$ cat src/rtl/fg_pkg.sv
package fg_pkg;
  typedef enum logic [1:0] {
    ST_OFF   = 2'd0,
    ST_RUN   = 2'd1,
    ST_WAIT  = 2'd2,
    ST_LATCH = 2'd3
  } fg_state_e;
endpackage

$ cat src/rtl/fg_sync.sv
module fg_sync #(
  parameter int W      = 1,
  parameter int STAGES = 2
) (
  input  logic         clk_i,
  input  logic         rst_ni,
  input  logic [W-1:0] d_i,
  output logic [W-1:0] q_o
);
  for (genvar b = 0; b < W; b++) begin : g_bit
    logic [STAGES-1:0] chain_q;
    always_ff @(posedge clk_i or negedge rst_ni) begin
      if (!rst_ni) chain_q <= '0;
      else         chain_q <= {chain_q[STAGES-2:0], d_i[b]};
    end
    assign q_o[b] = chain_q[STAGES-1];
  end
endmodule

$ cat src/rtl/fg_retry_ctrl.sv
module fg_retry_ctrl
  import fg_pkg::*;
#(
  parameter int RETRY_CYC = 8500000,
  parameter int MAX_TRIES = 5
) (
  input  logic clk_i,
  input  logic rst_ni,
  input  logic fault_i,
  input  logic chan_on_i,
  input  logic retry_mode_i,
  output logic hiz_o
);
  localparam int TW = (RETRY_CYC > 1) ? $clog2(RETRY_CYC) : 1;
  localparam int CW = $clog2(MAX_TRIES + 1);
  localparam logic [TW-1:0] T_LAST = TW'(RETRY_CYC - 1);
  localparam logic [CW-1:0] N_LAST = CW'(MAX_TRIES - 1);

  fg_state_e     state_q, state_d;
  logic [TW-1:0] timer_q, timer_d;
  logic [CW-1:0] tries_q, tries_d;
  logic          fault_q;
  logic          fault_rise;

  assign fault_rise = fault_i & ~fault_q;

  always_comb begin
    state_d = state_q;
    timer_d = timer_q;
    tries_d = tries_q;
    if (!chan_on_i) begin
      state_d = ST_OFF;
      timer_d = '0;
      tries_d = '0;
    end else begin
      unique case (state_q)
        ST_OFF: state_d = ST_RUN;
        ST_RUN: if (fault_i) begin
          timer_d = '0;
          state_d = retry_mode_i ? ST_WAIT : ST_LATCH;
        end
        ST_WAIT: begin
          if (fault_rise) begin
            timer_d = '0;  // fresh fault edge restarts the interval
          end else if (timer_q == T_LAST) begin
            timer_d = '0;
            if (!fault_i) begin
              state_d = ST_RUN;
              tries_d = '0;
            end else if (tries_q == N_LAST) begin
              state_d = ST_LATCH;
            end else begin
              tries_d = tries_q + 1'b1;
            end
          end else begin
            timer_d = timer_q + 1'b1;
          end
        end
        ST_LATCH: state_d = ST_LATCH;
        default:  state_d = ST_OFF;
      endcase
    end
  end

  always_ff @(posedge clk_i or negedge rst_ni) begin
    if (!rst_ni) begin
      state_q <= ST_OFF;
      timer_q <= '0;
      tries_q <= '0;
      fault_q <= 1'b0;
    end else begin
      state_q <= state_d;
      timer_q <= timer_d;
      tries_q <= tries_d;
      fault_q <= fault_i;
    end
  end

  assign hiz_o = (state_q != ST_RUN);

  AST_FAULT_OFF: assert property (@(posedge clk_i) disable iff (!rst_ni)
    (fault_i && state_q == ST_RUN && chan_on_i) |=> (state_q != ST_RUN));
  AST_TIMER_RANGE: assert property (@(posedge clk_i) disable iff (!rst_ni)
    (state_q == ST_WAIT) |-> (timer_q <= T_LAST));
  AST_RECOVER_CLEAR: assert property (@(posedge clk_i) disable iff (!rst_ni)
    (state_q == ST_RUN && $past(state_q) == ST_WAIT) |-> (tries_q == '0));
  AST_TRIES_BOUND: assert property (@(posedge clk_i) disable iff (!rst_ni)
    (state_q == ST_WAIT) |-> (tries_q < CW'(MAX_TRIES)));
  AST_LATCH_HOLD: assert property (@(posedge clk_i) disable iff (!rst_ni)
    (state_q == ST_LATCH && chan_on_i) |=> (state_q == ST_LATCH));
endmodule

$ cat src/rtl/pair_fault_ctrl.sv
module pair_fault_ctrl #(
  parameter int RETRY_CYC   = 8500000,
  parameter int MAX_TRIES   = 5,
  parameter int SYNC_STAGES = 2
) (
  input  logic       clk_i,
  input  logic       rst_ni,
  input  logic       chan_rst_ni,
  input  logic       retry_mode_i,
  input  logic [1:0] oc_i,
  input  logic       ot_i,
  input  logic       uv_i,
  input  logic       warn_i,
  output logic       hiz_o,
  output logic       oc_err_no,
  output logic       tuv_err_no,
  output logic       warn_no
);
  localparam int NSYNC = 6;

  logic [NSYNC-1:0] raw, syn;
  logic             oc_s, ot_s, uv_s, warn_s, chan_on_s, fault_s;

  assign raw = {chan_rst_ni, warn_i, uv_i, ot_i, oc_i};

  fg_sync #(.W(NSYNC), .STAGES(SYNC_STAGES)) u_sync (
    .clk_i (clk_i),
    .rst_ni(rst_ni),
    .d_i   (raw),
    .q_o   (syn)
  );

  assign oc_s      = |syn[1:0];
  assign ot_s      = syn[2];
  assign uv_s      = syn[3];
  assign warn_s    = syn[4];
  assign chan_on_s = syn[5];
  assign fault_s   = oc_s | ot_s | uv_s;

  fg_retry_ctrl #(.RETRY_CYC(RETRY_CYC), .MAX_TRIES(MAX_TRIES)) u_ctrl (
    .clk_i       (clk_i),
    .rst_ni      (rst_ni),
    .fault_i     (fault_s),
    .chan_on_i   (chan_on_s),
    .retry_mode_i(retry_mode_i),
    .hiz_o       (hiz_o)
  );

  assign oc_err_no  = ~oc_s;
  assign tuv_err_no = ~(ot_s | uv_s);
  assign warn_no    = ~warn_s;

  AST_CHAN_OFF: assert property (@(posedge clk_i) disable iff (!rst_ni)
    !chan_on_s |=> hiz_o);
endmodule

$ cat config.mk
export PLATFORM = sky130hd
export DESIGN_NAME = pair_fault_ctrl
export DESIGN_NICKNAME = d
export VERILOG_FILES = /design/src/rtl/fg_pkg.sv /design/src/rtl/fg_sync.sv /design/src/rtl/fg_retry_ctrl.sv /design/src/rtl/pair_fault_ctrl.sv
export SDC_FILE = /design/constraint.sdc
export NUM_CORES = 1
export LEC_CHECK = 0
export BUFFER_PORTS_ARGS = -buffer_cell sky130_fd_sc_hd__buf_4
export CELL_PAD_IN_SITES_DETAIL_PLACEMENT = 1
export CELL_PAD_IN_SITES_GLOBAL_PLACEMENT = 1
export CORE_MARGIN = 2
export CORE_UTILIZATION = 35
export DETAILED_ROUTE_END_ITERATION = 7
export GPL_ROUTABILITY_DRIVEN = 0
export PLACE_DENSITY = 0.58
export SYNTH_ARGS = -nofsm -noshare
export SYNTH_HDL_FRONTEND = slang
export SYNTH_SLANG_ARGS = --single-unit
$ cat constraint.sdc
create_clock -name clk_i -period 2.5 [get_ports clk_i]
set_clock_uncertainty 0.2 [all_clocks]
set_input_delay 0.125 -clock clk_i [delete_from_list [all_inputs] [get_ports clk_i]]
set_output_delay 0.125 -clock clk_i [all_outputs]
set_load 0.02 [all_outputs]
Word-level counts from Yosys, hierarchy flattened
Index checks and enable logic that the tools add are counted.
Word-level totals
  register bits after elaboration: 42
  input port bits: 9
  word-level logic and storage cells: 59
Cells by class
  $add $sub $neg: 2
  equal/unequal tests: 15
  mux-type cells: 19
  bitwise gates (word level): 8
  reductions and logical operators: 5
Operators with widths (count)
  2-to-1 mux 24 bit: 4
  one-hot mux 24 bit (2 select lines): 1
  adder 24 x 1 -> 24 bit, second input constant: 1
  == test 24 bit, second input constant: 1
  2-to-1 mux 3 bit: 6
  2-to-1 mux 2 bit: 6
  one-hot mux 2 bit (4 select lines): 1
  AND reduction 4 bit: 2
  inequality test 2 x 1 -> 1 bit, second input constant: 3
  inequality test 3 x 2 -> 1 bit, second input constant: 2
  inequality test 3 bit, second input constant: 2
  == test 2 bit, second input constant: 2
  inequality test 4 bit, second input constant: 1
  NOT 1 bit: 4
  adder 3 x 1 -> 3 bit, second input constant: 1
  == test 3 bit, second input constant: 1
  inequality test 3 x 1 -> 1 bit, second input constant: 1
  bitwise OR 1 bit: 3
  == test 2 x 1 -> 1 bit, second input constant: 1
  zero test 2 bit: 1
  inequality test 2 bit, second input constant: 1
  AND reduction 2 bit: 1
  OR reduction 2 bit: 1
  AND 1 bit: 1
  2-to-1 mux 1 bit: 1

Depth between registers and ports, before layout
Gate-level depths: netlist of the first run.
  word-level depth: 8
  depth in mapped cells: 7

Cells and area by module
A second synthesis of the first run with hierarchy kept.
Unflattened totals
  cell total of the unflattened synthesis: 222
  area total of the unflattened synthesis: 2174.6 um^2
Modules (own cells, without submodules)
  fg_retry_ctrl: times used 1, cells each 200, area each 1810.5 um^2, sequential area each 750.7 um^2
  fg_sync: times used 1, cells each 18, area each 345.3 um^2, sequential area each 300.3 um^2
  pair_fault_ctrl: times used 1, cells each 4, area each 18.8 um^2, sequential area each 0.0 um^2

Worst setup path before layout of the first run
Ideal clock, no wire load.
  kind: reg2reg
  from: register u_ctrl.timer_q[0]
  to: register u_ctrl.timer_q[20]
  arrival: 1751 ps
  data required time: 2231 ps
  slack: 480 ps
  cell stages (with the launch flop): 7
  buffers on the path: 0
  clock period less this slack: 2020 ps
  cells stage by stage: dfrtp_1 -> ha_1 -> and4_4 -> and4_1 -> a21o_1 -> or4_1 -> nand3_1
Between the ends
  cells in the longest elaborated chain, start to end: 5
  elaborated cells on any way between the ends: 6
  those cells by class: add/sub: 1; eq/ne: 1; mux: 4
Ends and longest elaborated chain
  start: declaration: line fg_retry_ctrl.sv:20  | logic [TW-1:0] timer_q, timer_d;
  start signal: assignment: line fg_retry_ctrl.sv:73  | timer_q <= timer_d;
  adder 24 x 1 -> 24 bit or == test 24 bit (tied branches): line fg_retry_ctrl.sv:56, fg_retry_ctrl.sv:45
  2-to-1 mux 24 bit (*): line fg_retry_ctrl.sv:45  | end else if (timer_q == T_LAST) begin
  2-to-1 mux 24 bit (*): line fg_retry_ctrl.sv:43  | if (fault_rise) begin
  one-hot mux 24 bit (2 select lines) (*): line fg_retry_ctrl.sv:36  | unique case (state_q)
  2-to-1 mux 24 bit (*): line fg_retry_ctrl.sv:31  | if (!chan_on_i) begin
Mark *: on every way between the ends. The rest lies on a longest branch, timed or not.
A chain may end at the register's enable or synchronous reset.

Worst setup path after layout of the first run
Same ends and word-level chain as after synthesis.

==> impl_metrics.py, run 1 <==
metrics = {
    "yosys": {
        "synth_top_flop_cell": "dfrtp_1",
        "syn_inst": 227,
        "avgSynthCellArea_sq_um": 9.59,
        "yosysUniqueCellTypes": 46,
        "synth_top_area_frac": 0.483,
        "synth-warning-count": 0,
        "synth_area_leader_cell": "dfrtp_1",
        "synth.area.top_cells": "dfrtp_1 48%, nand2_1 5.0%, a31oi_1 4.3%, nand3_1 3.2%, a21oi_1 3.0%",
        "synth_edf_count": 0,
        "synth_nets": 239,
        "ys_seq_area_frac": 0.483,
        "syn_area_sq_um": 2180,
        "synth-seq-cells": 42,
        "async_reset_ff_frac": 1.00,
    },
    "cts": {
        "path_clk_slew_ps": 80,
        "cts_max_path_buffers": 2,
        "root_buffer": "clkbuf_8",
        "htree_num_levels": 2,
        "cts-buffers-inserted": 5,
        "cts_tree": "yes",
        "cts_sinks": 42,
        "clock_latency_ps": 300,
    },
    "detailed_routing": {
        "drc_errors": 0,
        "num_vias": 1829,
        "routed_wl_mm": 5.74,
        "drtAntennaViolNets": 0,
        "viasPerCell": 5.70,
        "drt_pre_antenna_iters": 4,
        "detail_route.wl_per_cell_um": 17.9,
        "drt_iter0_drc": 98,
    },
    "worst_setup_path": {
        "critPathArrivalTime_ps": 2300,
        "cp_max_fo": 12,
        "worstPathRequired_ps": 2540,
        "cp-start-kind": "flip-flop",
        "critical_path_class": "reg2reg",
        "crit_path_end_kind": "flip-flop",
    },
    "status": {
        "status": "finished clean",
    },
    "floorplanning": {
        "coreArea_sq_um": 5960,
        "start_util": 0.366,
        "row_count": 28,
        "io_pins": 13,
        "die_h_um": 82.9,
        "die-area_sq_um": 6870,
        "dieWidth_um": 82.9,
    },
    "timing": {
        "setup_tns_ps": 0,
        "max_freq_ghz": 0.441,
        "final.period_utilization": 0.907,
        "drv_slew": 0,
        "tightest_slew_ps": 538,
        "relSlewSlack": 0.638,
        "layout_min_cycle_time_ps": 2270,
        "hold_viol_final": 0,
        "setup_viol": 0,
        "rsz0062_at_grt": "false",
    },
    "global_route": {
        "grt_max_degree": 43,
        "gr-total-overflow": 0,
        "track_usage": 0.176,
        "grt_pass1_wl_mm": 9.80,
        "grt_pass1_vias": 1906,
        "antenna_found_initial": 0,
    },
    "finish": {
        "fillers": 698,
        "nNetsFinal": 257,
        "multi_input_area_sq_um": 1020,
        "area_growth_syn_to_layout_pct": 15.3,
        "diodes": 0,
        "layout-drive-gt1-share": 0.154,
        "register_area_sq_um": 1050,
    },
    "power": {
        "total_power_mw": 1.27,
        "p_leak_nw": 0.995,
        "p_per_area_nw_per_um2": 506,
        "irDropWorstVdd_mv": 0.247,
    },
    "worst_hold_path": {
        "min_path_type": "in2reg",
    },
    "placement": {
        "io_buffers": 12,
        "hpwlAfterDp_mm": 3.96,
    },
    "job": {
        "maxCapViolations": 0,
    },
}
repair_timing:
action	in CTS	in global routing
resized for setup	0	1
setup endpoints to repair	0	2
buffers inserted	0	0
endpoints found under the hold margin	48	0
hold buffers	7	0
worst max-delay path, stage by stage, from the launching register on:
cell     delay, ps
dfrtp_1        420
ha_1           280
and4_4         180
and4_1         230
a21o_2         300
or4_1          520
nand3_1         90
power breakdown:
| group | switching, mW | internal, mW | total (mW) |
|---|---|---|---|
| sequential | 0.0139 | 0.694 | 0.708 |
| combinational | 0.0715 | 0.0467 | 0.118 |
| clock | 0.249 | 0.196 | 0.445 |
| total | 0.334 | 0.937 | 1.27 |
cell usage after synthesis (all sizes together) (5+ instances only):
master / n
dfrtp: 42
nand2: 29
a31oi: 15
nand3: 15
a21oi: 14
buf: 12
nor4: 12
o21ai: 10
inv: 7
nand4: 7
nor2: 7
a41oi: 6
nor3: 6
nand2b: 5
cell usage in the layout (no fill, tap or decap), drive strengths merged, types with 2 or more instances in the layout:
master / synthesis / routed
and4: 3 / 3
o211ai: 3 / 3
buf: 12 / 19
nor2: 7 / 7
nand4: 7 / 7
inv: 7 / 7
a21o: 2 / 2
nor3: 6 / 6
a21oi: 14 / 14
clkbuf: 3 / 5
dfrtp: 42 / 42
a31oi: 15 / 15
nor3b: 2 / 2
a22o: 4 / 4
nand3: 15 / 15
ha: 3 / 3
a41oi: 6 / 6
o21ai: 10 / 10
nand2: 29 / 29
nand2b: 5 / 5
clkinv: 0 / 2
nor2b: 2 / 2
o32ai: 2 / 2
o2bb2ai: 2 / 2
dlygate4sd3: 0 / 7
nor4: 12 / 12
metal layers:
layer,global-route usage,part of all wire,vias to the layer above
li1,-,-,892
met1,0.234,0.47,918
met2,0.290,0.51,15
met3,0.0328,0.019,4
met4,0.0537,0.0082,0
met5,0,0,-
registers in the layout (all words and copies together) (netlist names):
name,count
u_ctrl.timer_q,24
u_ctrl.state_q,2
u_ctrl.fault_q,1
u_ctrl.tries_q,3
u_sync.g_bit.chain_q,12
through the flow:
step                      hold slack [ps]  utilization  area [sq um]  std cells  setup slack (ps)
after floorplan                      -371            -          2180        227               480
after global placement              -63.0        0.395          2350        306               268
after detailed placement            -51.1        0.395          2350        306               185
after CTS                            17.4        0.421          2510        321               165
after global routing                 32.2        0.422          2510        321              71.8
final                                17.9        0.422          2510        321               233
path summary, 6_finish.rpt:
path / start / end / slack (ps) / depth (start not counted)
worst min register to register: u_sync.g_bit[2].chain_q[0]$_DFF_PN0_ / u_sync.g_bit[2].chain_q[1]$_DFF_PN0_ / 150 / 0
worst min-delay path: retry_mode_i / u_ctrl.state_q[0]$_DFFE_PN0P_ / 20 / 4
min in group asynchronous: rst_ni / u_sync.g_bit[2].chain_q[1]$_DFF_PN0_ / 140 / 2
worst max register to register: u_ctrl.timer_q[0]$_DFFE_PN0P_ / u_ctrl.timer_q[20]$_DFFE_PN0P_ / 230 / 6
worst max-delay path: u_ctrl.timer_q[0]$_DFFE_PN0P_ / u_ctrl.timer_q[20]$_DFFE_PN0P_ / 230 / 6
max in group asynchronous: rst_ni / u_ctrl.timer_q[14]$_DFFE_PN0P_ / 1580 / 2
area by class of cell:
type | count | share of cell area
Clock inverter | 3 | 0.00847
Multi-Input combinational cell | 163 | 0.408
Clock buffer | 5 | 0.0274
Sequential cell | 42 | 0.419
Tap cell | 75 | 0.0374
Inverter | 7 | 0.0105
Timing Repair Buffer | 26 | 0.0897
cell families after synthesis:
| kind of cell | after synthesis | share of synthesized area |
|---|---|---|
| muxes | 1 | 0.00460 |
| adders and majority gates | 3 | 0.0172 |
| and+or+nand+nor | 96 | 0.252 |
| DFF | 42 | 0.483 |
| AOI/OAI and AO/OA | 63 | 0.196 |
| buffers and inverters | 22 | 0.0471 |
No activity file was read; power rests on OpenSTA's default activity.
==> run 2, diff against run 1 <==
Settings changed: PLACE_DENSITY 0.58 to 0.57, SYNTH_HIERARCHICAL set to 1.
==> run 2 against run 1 <==
- power up 3.2%
- combinational power rose by 3%
- utilization increased by 2.1 points
- critical endpoint is now u_ctrl/timer_q[12]$_DFFE_PN0P_
- critical path type unchanged
- fmax shrank 5.7%
- cell area grew 4.9%
==> impl_metrics.py, run 2 <==
metrics = {
    "job": {
        "maxCapViolations": 0,
    },
    "global_route": {
        "grt_pass1_vias": 1884,
        "gr-total-overflow": 0,
        "grt_max_degree": 43,
        "grt_pass1_wl_mm": 9.75,
        "antenna_found_initial": 0,
        "track_usage": 0.175,
    },
    "finish": {
        "mostFrequentLayoutCell": "dfrtp_1",
        "nNetsFinal": 264,
        "fillers": 690,
        "layout-drive-gt1-share": 0.194,
        "area_growth_syn_to_layout_pct": 21.2,
        "register_area_sq_um": 1050,
        "final_cell_mix": "42 x dfrtp_1, 27 x a31oi_1, 26 x buf_4, 17 x nand3_1, 13 x inv_1",
        "largest_reg_flops": 24,
        "top_regs": "u_ctrl/timer_q x24, u_sync/g_bit.chain_q x12, u_ctrl/tries_q x3",
        "regMostFlops": "u_ctrl/timer_q",
        "multi_input_area_sq_um": 1030,
        "diodes": 0,
    },
    "yosys": {
        "syn_area_sq_um": 2170,
        "syn_inst": 222,
        "synth-warning-count": 6,
        "async_reset_ff_frac": 1.00,
        "synth_nets": 234,
        "yosysUniqueCellTypes": 41,
        "synth-seq-cells": 42,
        "synthTopCellsByCount": "42 x dfrtp_1, 27 x a31oi_1, 17 x nand3_1",
        "synth_top_area_frac": 0.483,
        "synth.most_common_cell": "dfrtp_1",
        "avgSynthCellArea_sq_um": 9.80,
        "ys_seq_area_frac": 0.483,
        "synth_area_leader_cell": "dfrtp_1",
        "synth.area.top_cells": "dfrtp_1 48%, a31oi_1 7.8%, nand3_1 3.9%, nand3b_1 3.8%, and3_1 2.6%",
        "synth_top_flop_cell": "dfrtp_1",
        "synth_edf_count": 0,
    },
    "worst_setup_path": {
        "cp-start-kind": "flip-flop",
        "worstPathRequired_ps": 2480,
        "critical_path_class": "reg2reg",
        "max_stage_delay_ps": 570,
        "critical-path-top-delay-family": "simple AND/OR/NAND/NOR gates",
        "cp_max_fo": 9,
        "critPathArrivalTime_ps": 2380,
        "timing.critical_path.mode_cell": "a31oi_1",
        "crit_path_end_kind": "flip-flop",
        "critPathBufInv": 1,
        "worstPathCellList": "or4_4 -> nor3_4 -> nand4_4 -> buf_4 -> a31oi_1 -> a31oi_1",
        "critPathSlowestCell": "or4_4",
    },
    "placement": {
        "pre_cts_ws_ps": 18.3,
        "io_buffers": 12,
        "hpwlAfterDp_mm": 3.99,
    },
    "cts": {
        "cts_sinks": 42,
        "htree_num_levels": 2,
        "root_buffer": "clkbuf_8",
        "cts-buffers-inserted": 5,
        "cts_max_path_buffers": 2,
        "clock_latency_ps": 310,
        "cts_tree": "yes",
        "path_clk_slew_ps": 100,
    },
    "timing": {
        "drv_slew": 0,
        "layout_min_cycle_time_ps": 2400,
        "final.period_utilization": 0.962,
        "relSlewSlack": 0.525,
        "setup_viol": 0,
        "tightest_slew_ps": 711,
        "rsz0062_at_grt": "false",
        "hold_viol_final": 0,
        "setup_tns_ps": 0,
        "hold_ws_ps": 137,
        "layout_setup_ws_ps": 95.0,
        "max_freq_ghz": 0.416,
    },
    "detailed_routing": {
        "drt_iter0_drc": 181,
        "detail_route.wl_per_cell_um": 18.5,
        "routed_wl_mm": 6.06,
        "drt_pre_antenna_iters": 4,
        "drc_errors": 0,
        "num_vias": 1908,
        "viasPerCell": 5.82,
        "drtAntennaViolNets": 0,
    },
    "power": {
        "p_per_area_nw_per_um2": 498,
        "irDropWorstVdd_mv": 0.222,
        "p_leak_nw": 1.09,
    },
    "floorplanning": {
        "die_h_um": 82.8,
        "row_count": 28,
        "dieWidth_um": 82.8,
        "coreArea_sq_um": 5960,
        "io_pins": 13,
        "die-area_sq_um": 6860,
        "start_util": 0.365,
    },
    "status": {
        "status": "finished clean",
    },
    "worst_hold_path": {
        "min_path_type": "in2async",
    },
}
## run 2: path summary, 6_finish.rpt
check | start | cells after the start | slack [ps] | to
setup reg to reg | u_ctrl/timer_q[21]$_DFFE_PN0P_ | 6 | 100 | u_ctrl/timer_q[12]$_DFFE_PN0P_
hold / removal | rst_ni | 2 | 140 | u_sync/g_bit[5].chain_q[0]$_DFF_PN0_
max in group asynchronous | rst_ni | 2 | 1590 | u_ctrl/timer_q[4]$_DFFE_PN0P_
hold reg to reg | u_sync/g_bit[0].chain_q[0]$_DFF_PN0_ | 0 | 160 | u_sync/g_bit[0].chain_q[1]$_DFF_PN0_
setup / recovery | u_ctrl/timer_q[21]$_DFFE_PN0P_ | 6 | 100 | u_ctrl/timer_q[12]$_DFFE_PN0P_
min in group clk_i | u_sync/g_bit[0].chain_q[0]$_DFF_PN0_ | 0 | 160 | u_sync/g_bit[0].chain_q[1]$_DFF_PN0_
## run 2: routing by layer
metal	track usage	vias to the layer above	wire, um
met3	0.0348	9	289
met4	0.0462	0	71
li1	-	896	-
met1	0.243	961	2810
met5	0	-	0
met2	0.281	42	2890
## run 2: cell families after synthesis
| group | synth area share |
|---|---|
| flip-flops | 0.483 |
| AND/OR/NAND/NOR | 0.262 |
| AO/OA/AOI/OAI | 0.154 |
| adder cells (fa/ha/maj) | 0.0173 |
| buffers and inverters | 0.0633 |
| multiplexers | 0.00460 |
| XOR/XNOR | 0.0161 |
## run 2: stage by stage
step	power, mW	instance area (sq um)	utilization	std cells
3_3_place_gp	0.829	2410	0.405	309
6_report	1.31	2640	0.442	328
3_5_place_dp	0.831	2410	0.405	309
4_1_cts	1.33	2590	0.435	325
2_1_floorplan	0.780	2180	-	222
5_1_grt	1.37	2640	0.442	328
## run 2: power breakdown
group | internal [mW] | switching [mW] | leakage [nW]
combinational | 0.0528 | 0.0694 | 0.488
sequential | 0.694 | 0.0108 | 0.551
clock | 0.209 | 0.275 | 0.0506
## run 2: cell type report
class	count	area share
clock inverter	3	0.0109
sequential	42	0.399
tap	75	0.0356
multi-input combinational	154	0.390
clock buffer	5	0.0261
inverter	13	0.0185
timing repair buffer	36	0.120
## run 2: repair_timing
item | 4_1_cts | 5_1_grt
endpoints found under the setup margin | 0 | 14
hold endpoints to repair | 49 | 0
hold buffers | 8 | 0
gates resized for setup | 0 | 3
setup buffers | 0 | 1
==> run 3, diff against run 2 <==
Settings changed: ABC_AREA set to 1, PLACE_DENSITY 0.57 to 0.6.
==> run 3 against run 2 <==
- synthesized cell count is 38% higher
- first-iteration DRC count decreased by 66%
- largest power group unchanged
- fmax rose by 24%
- highest routed layer unchanged
==> impl_metrics.py, run 3 <==
metrics = {
    "worst_setup_path": {
        "cp_max_fo": 8,
        "worstPathRequired_ps": 2480,
        "critPathSlowestCell": "dfrtp_1",
        "critPathArrivalTime_ps": 1920,
        "critPathBufInv": 2,
        "critical_path_class": "reg2reg",
        "critical-path-top-delay-family": "simple AND/OR/NAND/NOR gates",
        "cp-start-kind": "flip-flop",
        "max_stage_delay_ps": 410,
        "crit_path_end_kind": "flip-flop",
        "worstPathCellList": "ha_1 -> nand2_1 -> inv_1 -> nand2_2 -> nor2_1 -> nand3_1 -> nand2_2 -> nand2_4 -> inv_4 -> nor2_1",
    },
    "detailed_routing": {
        "viasPerCell": 4.88,
        "drc_errors": 0,
        "detail_route.wl_per_cell_um": 15.2,
        "routed_wl_mm": 6.19,
        "drtAntennaViolNets": 0,
        "num_vias": 1988,
        "drt_pre_antenna_iters": 5,
        "drt_iter0_drc": 62,
    },
    "finish": {
        "regMostFlops": "u_ctrl/timer_q",
        "fillers": 844,
        "area_growth_syn_to_layout_pct": 12.6,
        "final_util": 0.401,
        "mostFrequentLayoutCell": "nand2_1",
        "top_regs": "u_ctrl/timer_q x24, u_sync/g_bit.chain_q x12, u_ctrl/tries_q x3",
        "layout-drive-gt1-share": 0.177,
        "nNetsFinal": 338,
        "diodes": 0,
        "largest_reg_flops": 24,
        "final_cell_mix": "71 x nand2_1, 42 x dfrtp_1, 41 x nor2_1, 34 x inv_1, 22 x nand3_1",
    },
    "global_route": {
        "grt_pass1_wl_mm": 10.6,
        "grt_util_met2": 0.313,
        "met3_usage": 0.0400,
        "track_usage": 0.185,
        "gr-total-overflow": 0,
        "antenna_found_initial": 0,
        "grt_busiest_layer": "met2",
        "met1_usage": 0.244,
        "grt_pass1_vias": 2142,
        "grt_max_degree": 43,
    },
    "power": {
        "p_clk_frac": 0.314,
        "netSwitchingFraction": 0.334,
        "power.share.sequential": 0.491,
        "pwr-share-comb": 0.194,
        "power.switching_mw": 0.510,
        "p_leak_nw": 1.18,
        "p_per_area_nw_per_um2": 565,
        "power.internal_mw": 1.02,
        "irDropWorstVdd_mv": 0.213,
    },
    "yosys": {
        "synth.area.top_cells": "dfrtp_1 44%, nand2_1 11%, nor2_1 6.4%, inv_1 5.3%, nand3_1 4.6%",
        "yosysUniqueCellTypes": 34,
        "synth_top_area_frac": 0.439,
        "synth-seq-cells": 42,
        "synth_edf_count": 0,
        "async_reset_ff_frac": 1.00,
        "synth_nets": 319,
        "synth_area_leader_cell": "dfrtp_1",
        "syn_inst": 307,
        "synth_top_flop_cell": "dfrtp_1",
        "synth-warning-count": 6,
        "ys_seq_area_frac": 0.439,
        "avgSynthCellArea_sq_um": 7.80,
        "syn_area_sq_um": 2390,
        "synth.most_common_cell": "nand2_1",
        "synthTopCellsByCount": "71 x nand2_1, 42 x dfrtp_1, 41 x nor2_1",
    },
    "timing": {
        "rsz0062_at_grt": "false",
        "drv_slew": 0,
        "final.period_utilization": 0.776,
        "layout_min_cycle_time_ps": 1940,
        "max_freq_ghz": 0.516,
        "relSlewSlack": 0.625,
        "setup_viol": 0,
        "tightest_slew_ps": 563,
        "setup_tns_ps": 0,
        "hold_viol_final": 0,
    },
    "floorplanning": {
        "coreArea_sq_um": 6720,
        "die_h_um": 86.7,
        "start_util": 0.356,
        "io_pins": 13,
        "die-area_sq_um": 7520,
        "row_count": 30,
        "dieWidth_um": 86.7,
    },
    "worst_hold_path": {
        "min_path_type": "in2async",
    },
    "status": {
        "status": "finished clean",
    },
    "cts": {
        "cts_max_path_buffers": 2,
        "htree_num_levels": 2,
        "cts_sinks": 42,
        "path_clk_slew_ps": 90,
        "cts-buffers-inserted": 5,
        "cts_tree": "yes",
        "clock_latency_ps": 300,
        "postCtsSetupBuffers": 0,
        "root_buffer": "clkbuf_8",
    },
    "placement": {
        "io_buffers": 12,
        "hpwlAfterDp_mm": 4.54,
    },
    "job": {
        "maxCapViolations": 0,
    },
}
-- run 3: cell count changes in the layout (fill, tap and decap cells not counted), sizes merged, moves of 11 or more --
| cell | change |
|---|---|
| a31oi | -25 |
| nand3b | -11 |
| nand2 | +72 |
| nor2 | +36 |
| inv | +28 |
| buf | -16 |
-- run 3: metal layers --
metal / routed length [um] / vias to the layer above
li1: - / 1006
met1: 3010 / 960
met2: 3040 / 20
met3: 110 / 2
met4: 36 / 0
met5: 0 / -
-- run 3: final cells by class --
class	instances	area [sq um]	area share
inverters	41	156	0.0580
flip-flops and latches	42	1050	0.390
clock inverters	3	26.3	0.00974
repair buffers	20	170	0.0631
multi-input cells	216	1120	0.417
well taps	80	100	0.0371
clock buffers	5	68.8	0.0255
-- run 3: path summary, 6_finish.rpt --
| path | start | cells after the start | end | slack, ps |
|---|---|---|---|---|
| hold reg to reg | u_sync/g_bit[4].chain_q[0]$_DFF_PN0_ | 0 | u_sync/g_bit[4].chain_q[1]$_DFF_PN0_ | 160 |
| setup / recovery | u_ctrl/timer_q[0]$_DFFE_PN0P_ | 10 | u_ctrl/timer_q[23]$_DFFE_PN0P_ | 560 |
| setup reg to reg | u_ctrl/timer_q[0]$_DFFE_PN0P_ | 10 | u_ctrl/timer_q[23]$_DFFE_PN0P_ | 560 |
| min in group clk_i | u_sync/g_bit[4].chain_q[0]$_DFF_PN0_ | 0 | u_sync/g_bit[4].chain_q[1]$_DFF_PN0_ | 160 |
| hold / removal | rst_ni | 2 | u_sync/g_bit[4].chain_q[1]$_DFF_PN0_ | 150 |
| max in group asynchronous | rst_ni | 2 | u_ctrl/timer_q[13]$_DFFE_PN0P_ | 1550 |
-- run 3: timing repair --
action | 4_1_cts | 5_1_grt
hold buffers | 8 | 0
resized for setup | 0 | 0
endpoints found under the hold margin | 49 | 0
endpoints found under the setup margin | 0 | 0
-- run 3: power groups by stage --
stage	sequential (mW)	clock, mW	combinational, mW
6_report	0.749	0.479	0.296
5_1_grt	0.754	0.533	0.343
4_1_cts	0.750	0.508	0.302
3_5_place_dp	0.763	0	0.291
3_3_place_gp	0.760	0	0.292
2_1_floorplan	0.752	0	0.210
-- run 3: stage by stage --
stage / hold WS [ps] / setup slack (ps) / cell area [sq um] / instances / power [mW]
floorplan: -371 / 637 / 2390 / 307 / 0.962
global placement: -38.4 / 585 / 2520 / 391 / 1.05
detailed placement: -38.0 / 594 / 2520 / 391 / 1.05
CTS: 159 / 551 / 2700 / 407 / 1.56
global route: 166 / 338 / 2700 / 407 / 1.63
finish: 145 / 561 / 2700 / 407 / 1.52
-- run 3: cell families (layout without fill, tap and decap cells) --
kind of cell,Yosys count,in the layout,share of synthesized area
simple gates,178,178,0.365
compound gates,31,31,0.0737
xor+xnor,4,4,0.0146
flops,42,42,0.439
buf+inv,49,69,0.0920
fa+ha+maj,3,3,0.0157
-- run 3: worst register-to-register path, delay by kind of cell, from the launching register on --
kind | cells | cell delay [ps]
simple gates | 7 | 730
buf+inv | 2 | 240
flops | 1 | 410
fa+ha+maj | 1 | 240
